<file path="config.mk">
export PLATFORM = sky130hd
export DESIGN_NAME = pm_event_ctrl
export DESIGN_NICKNAME = d
export VERILOG_FILES = /design/src/rtl/pm_event_pkg.sv /design/src/rtl/pm_timer.sv /design/src/rtl/pm_evt_status.sv /design/src/rtl/pm_ctl_apm.sv /design/src/rtl/pm_event_ctrl.sv
export SDC_FILE = /design/constraint.sdc
export NUM_CORES = 1
export LEC_CHECK = 0
export BUFFER_PORTS_ARGS = -buffer_cell sky130_fd_sc_hd__buf_2
export CORE_ASPECT_RATIO = 0.7
export CORE_MARGIN = 2
export CORE_UTILIZATION = 40
export DETAILED_ROUTE_END_ITERATION = 16
export PLACE_DENSITY = 0.66
export SLEW_MARGIN = 10
export SYNTH_ARGS = -nofsm -noshare
export SYNTH_HDL_FRONTEND = slang
export SYNTH_HIERARCHICAL = 1
export SYNTH_SLANG_ARGS = --single-unit
</file>
<file path="constraint.sdc">
create_clock -name clk -period 1.73 [get_ports clk]
set_clock_uncertainty 0.2 [all_clocks]
set_input_delay 0.2595 -clock clk [delete_from_list [all_inputs] [get_ports clk]]
set_output_delay 0.2595 -clock clk [all_outputs]
set_load 0.01 [all_outputs]
</file>
<file path="src/rtl/pm_event_pkg.sv">
package pm_event_pkg;

    localparam int DATA_W = 16;
    localparam int APM_W  = 8;

    // Event bit positions shared by status and enable
    localparam int B_TMR   = 0;
    localparam int B_GBL   = 5;
    localparam int B_PWR   = 8;
    localparam int B_RTC   = 10;
    localparam logic [DATA_W-1:0] EVT_MASK =
        DATA_W'((1 << B_TMR) | (1 << B_GBL) | (1 << B_PWR) | (1 << B_RTC));

    // Control word fields
    localparam int C_SCIEN  = 0;
    localparam int C_SUSLO  = 10;
    localparam int C_SUSHI  = 12;
    localparam int C_SUSSTB = 13;

    // APM command codes
    localparam logic [APM_W-1:0] APM_ON  = 8'hF1;
    localparam logic [APM_W-1:0] APM_OFF = 8'hF0;

    // Register offsets
    localparam int OFF_STS   = 0;
    localparam int OFF_EN    = 1;
    localparam int OFF_CTL   = 2;
    localparam int OFF_TLO   = 3;
    localparam int OFF_THI   = 4;
    localparam int OFF_CMD   = 5;
    localparam int OFF_APMS  = 6;

    typedef struct packed {
        logic [DATA_W-1:0] sts;
        logic [DATA_W-1:0] en;
        logic              sci;
    } evt_state_t;

    typedef struct packed {
        logic [DATA_W-1:0] ctl;
        logic [APM_W-1:0]  cmd;
        logic [APM_W-1:0]  apms;
        logic              smi;
        logic              poff;
    } ctl_state_t;

endpackage

</file>
<file path="src/rtl/pm_timer.sv">
module pm_timer #(
    parameter int TMR_W = 24
) (
    input  logic             clk,
    input  logic             rst_n,
    input  logic             tick_i,
    output logic [TMR_W-1:0] tmr_o,
    output logic             cross_o
);
    localparam int MSB = TMR_W - 1;

    logic [TMR_W-1:0] tmr_d, tmr_q;

    always_comb begin
        tmr_d = tmr_q;
        if (tick_i) begin
            tmr_d = tmr_q + TMR_W'(1);
        end
    end

    always_ff @(posedge clk or negedge rst_n) begin
        if (!rst_n) begin
            tmr_q <= '0;
        end else begin
            tmr_q <= tmr_d;
        end
    end

    assign tmr_o   = tmr_q;
    assign cross_o = tmr_q[MSB] ^ tmr_d[MSB];

endmodule

</file>
<file path="src/rtl/pm_evt_status.sv">
module pm_evt_status
    import pm_event_pkg::*;
(
    input  logic              clk,
    input  logic              rst_n,
    input  logic              cross_i,
    input  logic              pwrbtn_i,
    input  logic              gbl_evt_i,
    input  logic              rtc_evt_i,
    input  logic              wr_sts_i,
    input  logic              wr_en_i,
    input  logic [DATA_W-1:0] wdata_i,
    output logic [DATA_W-1:0] sts_o,
    output logic [DATA_W-1:0] en_o,
    output logic              sci_o
);
    evt_state_t s_d, s_q;

    always_comb begin
        logic [DATA_W-1:0] set_v;
        s_d = s_q;
        set_v = '0;
        set_v[B_TMR] = cross_i;
        set_v[B_GBL] = gbl_evt_i;
        set_v[B_PWR] = pwrbtn_i & s_q.en[B_PWR];
        set_v[B_RTC] = rtc_evt_i;
        if (wr_sts_i) begin
            s_d.sts = s_q.sts & ~(wdata_i & EVT_MASK);
        end
        s_d.sts = s_d.sts | set_v;
        if (wr_en_i) begin
            s_d.en = wdata_i & EVT_MASK;
        end
        s_d.sci = |(s_q.sts & s_q.en & EVT_MASK);
    end

    always_ff @(posedge clk or negedge rst_n) begin
        if (!rst_n) begin
            s_q <= '0;
        end else begin
            s_q <= s_d;
        end
    end

    assign sts_o = s_q.sts;
    assign en_o  = s_q.en;
    assign sci_o = s_q.sci;

endmodule

</file>
<file path="src/rtl/pm_ctl_apm.sv">
module pm_ctl_apm
    import pm_event_pkg::*;
(
    input  logic              clk,
    input  logic              rst_n,
    input  logic              wr_ctl_i,
    input  logic              wr_cmd_i,
    input  logic              wr_apms_i,
    input  logic [DATA_W-1:0] wdata_i,
    input  logic              smi_en_i,
    output logic [DATA_W-1:0] ctl_o,
    output logic [APM_W-1:0]  cmd_o,
    output logic [APM_W-1:0]  apms_o,
    output logic              smi_o,
    output logic              pwr_off_o
);
    ctl_state_t c_d, c_q;

    always_comb begin
        logic [DATA_W-1:0] keep_mask;
        keep_mask = ~(DATA_W'(1) << C_SUSSTB);
        c_d      = c_q;
        c_d.smi  = 1'b0;
        c_d.poff = 1'b0;
        if (wr_ctl_i) begin
            c_d.ctl  = wdata_i & keep_mask;
            c_d.poff = wdata_i[C_SUSSTB] && (wdata_i[C_SUSHI:C_SUSLO] == 3'd0);
        end
        if (wr_cmd_i) begin
            c_d.cmd = wdata_i[APM_W-1:0];
            c_d.smi = smi_en_i;
            if (wdata_i[APM_W-1:0] == APM_ON) begin
                c_d.ctl[C_SCIEN] = 1'b1;
            end else if (wdata_i[APM_W-1:0] == APM_OFF) begin
                c_d.ctl[C_SCIEN] = 1'b0;
            end
        end
        if (wr_apms_i) begin
            c_d.apms = wdata_i[APM_W-1:0];
        end
    end

    always_ff @(posedge clk or negedge rst_n) begin
        if (!rst_n) begin
            c_q <= '0;
        end else begin
            c_q <= c_d;
        end
    end

    assign ctl_o     = c_q.ctl;
    assign cmd_o     = c_q.cmd;
    assign apms_o    = c_q.apms;
    assign smi_o     = c_q.smi;
    assign pwr_off_o = c_q.poff;

endmodule

</file>
<file path="src/rtl/pm_event_ctrl.sv">
module pm_event_ctrl
    import pm_event_pkg::*;
#(
    parameter int TMR_W  = 24,
    parameter int ADDR_W = 3
) (
    input  logic              clk,
    input  logic              rst_n,
    input  logic              tick_i,
    input  logic              pwrbtn_i,
    input  logic              gbl_evt_i,
    input  logic              rtc_evt_i,
    input  logic              smi_en_i,
    input  logic              reg_wr_i,
    input  logic [ADDR_W-1:0] reg_addr_i,
    input  logic [15:0]       reg_wdata_i,
    output logic [15:0]       reg_rdata_o,
    output logic              sci_o,
    output logic              smi_o,
    output logic              pwr_off_o
);
    localparam int EXT_W = 2 * DATA_W;

    logic [TMR_W-1:0]  tmr_val;
    logic [EXT_W-1:0]  tmr_ext;
    logic              tmr_cross;
    logic [DATA_W-1:0] sts_val, en_val, ctl_val;
    logic [APM_W-1:0]  cmd_val, apms_val;
    logic              wr_sts, wr_en, wr_ctl, wr_cmd, wr_apms;

    assign wr_sts  = reg_wr_i && (reg_addr_i == ADDR_W'(OFF_STS));
    assign wr_en   = reg_wr_i && (reg_addr_i == ADDR_W'(OFF_EN));
    assign wr_ctl  = reg_wr_i && (reg_addr_i == ADDR_W'(OFF_CTL));
    assign wr_cmd  = reg_wr_i && (reg_addr_i == ADDR_W'(OFF_CMD));
    assign wr_apms = reg_wr_i && (reg_addr_i == ADDR_W'(OFF_APMS));

    pm_timer #(.TMR_W(TMR_W)) u_timer (
        .clk     (clk),
        .rst_n   (rst_n),
        .tick_i  (tick_i),
        .tmr_o   (tmr_val),
        .cross_o (tmr_cross)
    );

    pm_evt_status u_status (
        .clk       (clk),
        .rst_n     (rst_n),
        .cross_i   (tmr_cross),
        .pwrbtn_i  (pwrbtn_i),
        .gbl_evt_i (gbl_evt_i),
        .rtc_evt_i (rtc_evt_i),
        .wr_sts_i  (wr_sts),
        .wr_en_i   (wr_en),
        .wdata_i   (reg_wdata_i),
        .sts_o     (sts_val),
        .en_o      (en_val),
        .sci_o     (sci_o)
    );

    pm_ctl_apm u_ctl (
        .clk       (clk),
        .rst_n     (rst_n),
        .wr_ctl_i  (wr_ctl),
        .wr_cmd_i  (wr_cmd),
        .wr_apms_i (wr_apms),
        .wdata_i   (reg_wdata_i),
        .smi_en_i  (smi_en_i),
        .ctl_o     (ctl_val),
        .cmd_o     (cmd_val),
        .apms_o    (apms_val),
        .smi_o     (smi_o),
        .pwr_off_o (pwr_off_o)
    );

    assign tmr_ext = EXT_W'(tmr_val);

    always_comb begin
        reg_rdata_o = '0;
        case (reg_addr_i)
            ADDR_W'(OFF_STS):  reg_rdata_o = sts_val;
            ADDR_W'(OFF_EN):   reg_rdata_o = en_val;
            ADDR_W'(OFF_CTL):  reg_rdata_o = ctl_val;
            ADDR_W'(OFF_TLO):  reg_rdata_o = tmr_ext[DATA_W-1:0];
            ADDR_W'(OFF_THI):  reg_rdata_o = tmr_ext[EXT_W-1:DATA_W];
            ADDR_W'(OFF_CMD):  reg_rdata_o = DATA_W'(cmd_val);
            ADDR_W'(OFF_APMS): reg_rdata_o = DATA_W'(apms_val);
            default:           reg_rdata_o = '0;
        endcase
    end

endmodule

</file>
==> flow_metrics.py, run 1 <==
metrics = {
    "final_layout": {
        "stdcell_count": 569,
        "synthToLayoutAreaGrowth_pct": 38.6,
        "multi_input_comb_area_mm2": 0.00204,
        "drive_above_1_share_pct": 49.4,
        "finalNetCount": 468,
        "final_cell_mix": "buf_4, dfrtp_1, buf_2",
        "fin_util_pct": 57.4,
        "fillers": 753,
        "seqCellArea_mm2": 0.00165,
        "antennaDiodeCount": 0,
    },
    "place": {
        "pre_cts_ws_ns": -0.207,
        "gp_congestion": 0.823,
        "post-dp-hpwl_um": 6470,
        "portBuffers": 45,
        "dp_cells": 510,
    },
    "synthesis": {
        "synth-seq-cells": 66,
        "syn-cell-area_mm2": 0.00377,
        "avgSynthCellArea_um2": 12.2,
        "synthDistinctLibCells": 47,
        "syn_inst": 310,
        "synth_seq_area_share_pct": 43.8,
        "synth-edff-count": 0,
        "async_flop_share_pct": 100,
        "ys_warn_count": 6,
        "yosys_most_used_dff": "dfrtp_1",
    },
    "route": {
        "drc": 0,
        "avgViaCountPerCell": 4.88,
        "ant_nets": 0,
        "drtPass1Iterations": 4,
        "wl_per_cell_um": 16.3,
        "drt_iter0_drc": 103,
        "vias": 2774,
        "routed_wirelength_um": 9250,
    },
    "critical_path": {
        "crit_fanout": 2,
        "crit_required_ns": 1.27,
        "end_kind": "output pin",
        "start_kind": "register",
        "r2r_cells": 5,
        "r2r_slack_ns": -0.12,
        "worstSetupPathType": "reg2out",
        "cp.arrival_ns": 1.58,
        "r2r_start": "u_timer/tmr_o[11]$_DFFE_PN0P_",
        "r2r_end": "u_timer/tmr_o[23]$_DFF_PN0_",
    },
    "floorplan": {
        "row_count": 29,
        "fp.dieH_um": 85.2,
        "die_w_um": 120,
        "start_util_pct": 41.4,
        "io_pins": 46,
        "die_area_mm2": 0.0102,
        "fp.coreArea_mm2": 0.00911,
    },
    "timing": {
        "period_needed_ns": 2.04,
        "worst_slack_ns": -0.309,
        "rsz0062_at_grt": "yes",
        "max_freq_mhz": 491,
        "post-route-period-util_pct": 118,
        "setup_viol": 22,
        "finalSetupTns_ns": -2.83,
        "drv_slew": 0,
        "final_hold_viol_count": 0,
    },
    "power_and_ir_drop": {
        "seq_power_share_pct": 39.6,
        "comb_power_share_pct": 27.3,
        "vdd_ir_drop_max_mv": 0.537,
        "p_int_mw": 3.62,
        "p_per_area_mw_per_mm2": 947,
        "p_sw_share_pct": 26.9,
        "switching_power_mw": 1.33,
        "pwr-share-clk_pct": 33.1,
        "p_total_mw": 4.95,
        "p_leak_nw": 2.54,
    },
    "min_path": {
        "hp-start": "reg_wdata_i[3]",
        "holdPathEnd": "u_ctl/apms_o[3]$_DFFE_PN0P_",
        "holdPathStages": 2,
        "hold_class": "in2reg",
    },
    "grt": {
        "grt_pass1_wl_um": 15200,
        "grt_max_degree": 67,
        "grt_pass1_vias": 3013,
        "antenna_found_initial": 0,
        "grtUsageTotal_pct": 19.4,
        "overflow": 0,
    },
    "run": {
        "max_cap_viol_count": 0,
    },
    "cts": {
        "h-tree-depth": 3,
        "path_clk_slew_ns": 0.06,
        "clock_path_buffers": 2,
        "ctsRootBufferMaster": "clkbuf_16",
        "cts_tree": "built",
        "insertion_delay_ns": 0.33,
        "clock_sinks": 66,
        "cts_buffers": 9,
    },
    "run_status": {
        "violations": "negative setup slack",
        "status": "finished with violations",
    },
}
## worst max path at each step
stage                                             start                  endpoint  slack (ns)  cells past startpoint
final                     u_timer/tmr_o[14]$_DFFE_PN0P_           reg_rdata_o[14]       -0.31                      4
after detailed placement                  reg_addr_i[0]            reg_rdata_o[0]       -0.21                      6
after CTS                 u_timer/tmr_o[11]$_DFFE_PN0P_           reg_rdata_o[11]       -0.33                      4
after global placement                    reg_addr_i[0]            reg_rdata_o[0]       -0.18                      6
after floorplan                           reg_addr_i[1]  u_ctl/ctl_o[0]$_DFF_PN0_       -0.22                      8
after global routing      u_timer/tmr_o[14]$_DFFE_PN0P_           reg_rdata_o[14]       -0.35                      4
## cell families (layout without fill, tap and decap cells)
kind of cell,after synthesis,in the layout,share of synthesized area [%]
other cells,2,25,0.199
flops,66,66,43.8
fa+ha+maj,1,1,0.332
xor+xnor,23,23,5.35
simple gates,82,82,14.3
buf+inv,46,158,9.06
mux,67,67,22.0
compound gates,23,23,4.91
## critical path, stage by stage (launching register included)
cell and delay (ns):
dfrtp_1 0.39, buf_6 0.12, mux4_2 0.47, nor2b_4 0.15
buf_6 0.12
## synthesized netlist by cell type, types with 3 or more instances
cell type / n / share of area (%)
nor2_1: 9 / 0.90
buf_2: 7 / 0.93
and4b_1: 3 / 0.80
nand2_1: 21 / 2.1
xor2_1: 11 / 2.6
nor2b_4: 6 / 2.2
and3_1: 6 / 1.0
nor2b_1: 4 / 0.66
or2_2: 7 / 1.2
a22o_1: 8 / 1.9
nor3_1: 4 / 0.53
mux2_1: 4 / 1.2
dfrtp_1: 66 / 44
buf_6: 4 / 1.2
mux2_2: 32 / 9.6
xnor2_1: 12 / 2.8
a31oi_1: 7 / 1.2
nand3_1: 4 / 0.53
buf_4: 27 / 5.4
inv_1: 5 / 0.50
a21o_1: 3 / 0.60
nand4_1: 3 / 0.50
mux4_2: 6 / 3.6
mux2i_1: 22 / 5.8
## area by class of cell
type	count	share of cell area, %
multi-input cells	221	39.0
flip-flops and latches	66	31.6
repair buffers	137	21.0
clock buffers	13	4.79
well taps	124	2.97
inverters	5	0.359
clock inverters	3	0.287
## stage by stage
| stage | instance area [µm²] | hold WS, ns |
|---|---|---|
| floorplan | 3870 | -0.236 |
| global placement | 4330 | 0.102 |
| finish | 5230 | 0.00887 |
| detailed placement | 4330 | 0.106 |
| global route | 5230 | 0.00570 |
| CTS | 5090 | 0.000717 |
## state kept, by name (all words and copies together) (netlist names)
name             flops
u_timer/tmr_o       24
u_ctl/ctl_o         15
u_ctl/apms_o         8
u_ctl/cmd_o          8
u_status/en_o        4
u_status/sts_o       4
u_ctl/pwr_off_o      1
u_ctl/smi_o          1
u_status/sci_o       1
## metal layers
layer | up-vias | share of wire (%) | track usage [%]
met5 | - | 0 | 0
met4 | 0 | 1.4 | 6.31
met3 | 14 | 4.5 | 5.11
met2 | 66 | 48 | 32.0
met1 | 1388 | 46 | 25.2
li1 | 1306 | - | -
## power groups by stage
stage	sequential [mW]	clock, mW	combinational, mW
after floorplan	1.97	0	0.640
after global placement	1.99	0	0.988
after detailed placement	2.00	0	1.02
after CTS	1.96	1.68	1.30
after global routing	1.99	1.73	1.47
final	1.96	1.64	1.35
## repair_timing
action / in CTS / in global routing
cloned: 0 / 0
endpoints found under the hold margin: 78 / 0
setup endpoints to repair: 17 / 29
resized for setup: 40 / 23
buffers inserted: 26 / 5
pin swaps: 10 / 12
hold buffers: 12 / 0
(Power assumes the default switching activity.)
==> run 2, diff against run 1 <==
--- a/config.mk
+++ b/config.mk
@@ -10,9 +10,8 @@
 export CORE_MARGIN = 2
 export CORE_UTILIZATION = 40
 export DETAILED_ROUTE_END_ITERATION = 16
-export PLACE_DENSITY = 0.66
+export PLACE_DENSITY = 0.67
 export SLEW_MARGIN = 10
 export SYNTH_ARGS = -nofsm -noshare
 export SYNTH_HDL_FRONTEND = slang
-export SYNTH_HIERARCHICAL = 1
 export SYNTH_SLANG_ARGS = --single-unit
==> run 2 against run 1 <==
Compared with the run above: the run still ends with negative setup slack left; combinational power fell by 13%; critical path depth did not move; first-iteration DRC count rose by 32%; critical endpoint is now reg_rdata_o[5]; largest power group is now the clock network.
==> flow_metrics.py, run 2 <==
metrics = {
    "run_status": {
        "status": "finished with violations",
        "violations": "negative setup slack",
    },
    "synthesis": {
        "syn-cell-area_mm2": 0.00317,
        "synth_top_family_by_area": "multiplexers",
        "synth_common_cells": "dfrtp_1, mux2_2, nor2_1, xnor2_1, nand2_1",
        "synth-edff-count": 0,
        "avgSynthCellArea_um2": 12.4,
        "synthDistinctLibCells": 40,
        "yosys.area_share.simple_pct": 13.4,
        "yosys_most_used_dff": "dfrtp_1",
        "yosys.area_share.adder_pct": 0.395,
        "async_flop_share_pct": 100,
        "syn-num-nets": 283,
        "netlist_top_cells_area": "dfrtp_1, mux2_2, xnor2_1, mux2i_1, nor2_1",
        "yosys-mux-area-fraction_pct": 19.1,
        "synth_top_area_share_pct": 52.1,
        "synth.largest_area_cell": "dfrtp_1",
        "synth-seq-cells": 66,
        "synth-compound-area-share_pct": 6.32,
        "synthXorXnorAreaFrac_pct": 6.36,
        "synth.most_common_cell": "dfrtp_1",
        "ys_warn_count": 0,
        "synth_seq_area_share_pct": 52.1,
        "syn_inst": 255,
    },
    "critical_path": {
        "cp.arrival_ns": 1.56,
        "crit_fanout": 2,
        "cp_top_family": "flip-flops",
        "crit_required_ns": 1.27,
        "worst_path_largest_cell_delay_ns": 0.40,
        "worstSetupPathType": "reg2out",
        "start_kind": "register",
        "crit_chain": "mux2_4, a221oi_2, o22ai_1, buf_2",
        "path_buf_inv": 1,
        "end_kind": "output pin",
        "slowest_stage": "dfrtp_1",
    },
    "route": {
        "wl_per_cell_um": 16.7,
        "drc": 0,
        "ant_nets": 0,
        "avgViaCountPerCell": 5.16,
        "vias": 2459,
        "drt_iter0_drc": 136,
        "drtPass1Iterations": 4,
        "routed_wirelength_um": 7950,
    },
    "floorplan": {
        "die_w_um": 110,
        "die_area_mm2": 0.00866,
        "start_util_pct": 40.8,
        "row_count": 27,
        "fp.coreArea_mm2": 0.00777,
        "fp.dieH_um": 78.5,
        "io_pins": 46,
    },
    "grt": {
        "gr-usage-met3_pct": 4.82,
        "antenna_found_initial": 0,
        "grtUsageTotal_pct": 19.4,
        "grt_use_met2_pct": 30.5,
        "grt_pass1_wl_um": 12300,
        "overflow": 0,
        "grt_use_met1_pct": 25.8,
        "grt_max_degree": 67,
        "grt_pass1_vias": 2485,
        "grt-busiest-layer": "met2",
    },
    "min_path": {
        "hold_class": "in2reg",
    },
    "final_layout": {
        "fin_util_pct": 57.6,
        "final_cell_mix": "dfrtp_1, buf_4, buf_2",
        "largest_register_ffs": 24,
        "finalNetCount": 399,
        "stdcell_count": 477,
        "final_common_cell": "dfrtp_1",
        "antennaDiodeCount": 0,
        "synthToLayoutAreaGrowth_pct": 41.4,
        "drive_above_1_share_pct": 48.7,
        "fillers": 644,
    },
    "power_and_ir_drop": {
        "p_per_area_mw_per_mm2": 1160,
        "vdd_ir_drop_max_mv": 0.682,
        "p_leak_nw": 2.13,
        "p_total_mw": 5.19,
    },
    "timing": {
        "slew_headroom_pct": 75.3,
        "drv_slew": 0,
        "setup_viol": 18,
        "final_hold_viol_count": 0,
        "rsz0062_at_grt": "yes",
        "max_freq_mhz": 495,
        "period_needed_ns": 2.02,
        "worst_slew_pin_slew_ns": 0.369,
        "finalSetupTns_ns": -1.62,
        "post-route-period-util_pct": 117,
        "worst_slack_ns": -0.290,
    },
    "place": {
        "post-dp-hpwl_um": 5540,
        "dp_cells": 435,
        "pre_cts_ws_ns": -0.124,
        "gp_congestion": 0.809,
        "portBuffers": 45,
    },
    "cts": {
        "ctsRootBufferMaster": "clkbuf_16",
        "path_clk_slew_ns": 0.05,
        "cts_tree": "built",
        "h-tree-depth": 3,
        "clock_sinks": 66,
        "cts_buffers": 9,
        "insertion_delay_ns": 0.33,
        "clock_path_buffers": 2,
    },
    "run": {
        "max_cap_viol_count": 0,
    },
}
[run 2: changes by cell type in the layout (fill, tap and decap cells not counted), moves of 7 or more]
cell,previous run,this run
conb_1,25,0
buf_4,66,52
buf_6,20,7
nor2_1,6,18
mux2i_1,22,12
buf_2,35,44
nand2_1,21,13
nor2b_4,8,1
[run 2: final timing paths]
kind / start / to / slack, ns / cells past startpoint
max: u_timer.tmr_o[21]$_DFFE_PN0P_ / reg_rdata_o[5] / -0.29 / 4
min in group asynchronous: rst_n / u_timer.tmr_o[18]$_DFFE_PN0P_ / 0.28 / 3
min reg2reg: u_timer.tmr_o[23]$_DFF_PN0_ / u_timer.tmr_o[23]$_DFF_PN0_ / 0.29 / 1
min: reg_wdata_i[2] / u_ctl.cmd_o[2]$_DFFE_PN0P_ / 0.02 / 2
max in group asynchronous: rst_n / u_timer.tmr_o[8]$_DFFE_PN0P_ / 0.75 / 3
max reg2reg: u_timer.tmr_o[0]$_DFFE_PN0P_ / u_timer.tmr_o[21]$_DFFE_PN0P_ / -0.05 / 8
[run 2: cells by family (layout without fill, tap and decap cells)]
kind of cell,Yosys count,in the layout
xor+xnor,23,23
flops,66,66
fa+ha+maj,1,1
buf+inv,13,134
mux,52,52
simple gates,76,76
compound gates,24,24
[run 2: what timing repair did]
item | 4_1_cts | 5_1_grt
endpoints found under the hold margin | 77 | 0
hold buffers | 11 | 0
setup endpoints to repair | 11 | 23
resized for setup | 10 | 16
setup buffers | 12 | 5
pin swaps | 8 | 6
[run 2: final cells by class]
| cell class | count | area, µm² | area share [%] |
|---|---|---|---|
| Clock buffer | 12 | 267 | 5.95 |
| Multi-Input combinational cell | 176 | 1510 | 33.8 |
| Sequential cell | 66 | 1650 | 36.9 |
| Tap cell | 101 | 126 | 2.82 |
| Clock inverter | 4 | 72.6 | 1.62 |
| Inverter | 2 | 7.51 | 0.168 |
| Timing Repair Buffer | 116 | 840 | 18.7 |
[run 2: power breakdown]
| part | switching [mW] | internal [mW] | leakage (nW) | total (mW) |
|---|---|---|---|---|
| clock | 0.651 | 1.38 | 0.165 | 2.03 |
| sequential | 0.168 | 1.82 | 0.819 | 1.99 |
| combinational | 0.473 | 0.703 | 1.14 | 1.18 |
[run 2: layer usage]
metal,up-vias,wire length [µm]
li1,1163,-
met1,1228,3730
met2,57,3700
met3,11,390
met4,0,125
met5,-,0
[run 2: through the flow]
step,hold WS [ns],area (µm²)
2_1_floorplan,-0.236,3170
3_3_place_gp,0.107,3820
3_5_place_dp,0.107,3820
4_1_cts,0.0105,4390
5_1_grt,0.0139,4480
6_report,0.0169,4480
[run 2: worst reg2reg max path, stage by stage, from the launching register on]
cell and delay, ns:
dfrtp_1 0.37, buf_6 0.11, buf_6 0.09, buf_6 0.09
nand4_1 0.18, nor2_2 0.22, buf_4 0.16, nand4_1 0.11
xnor2_1 0.15
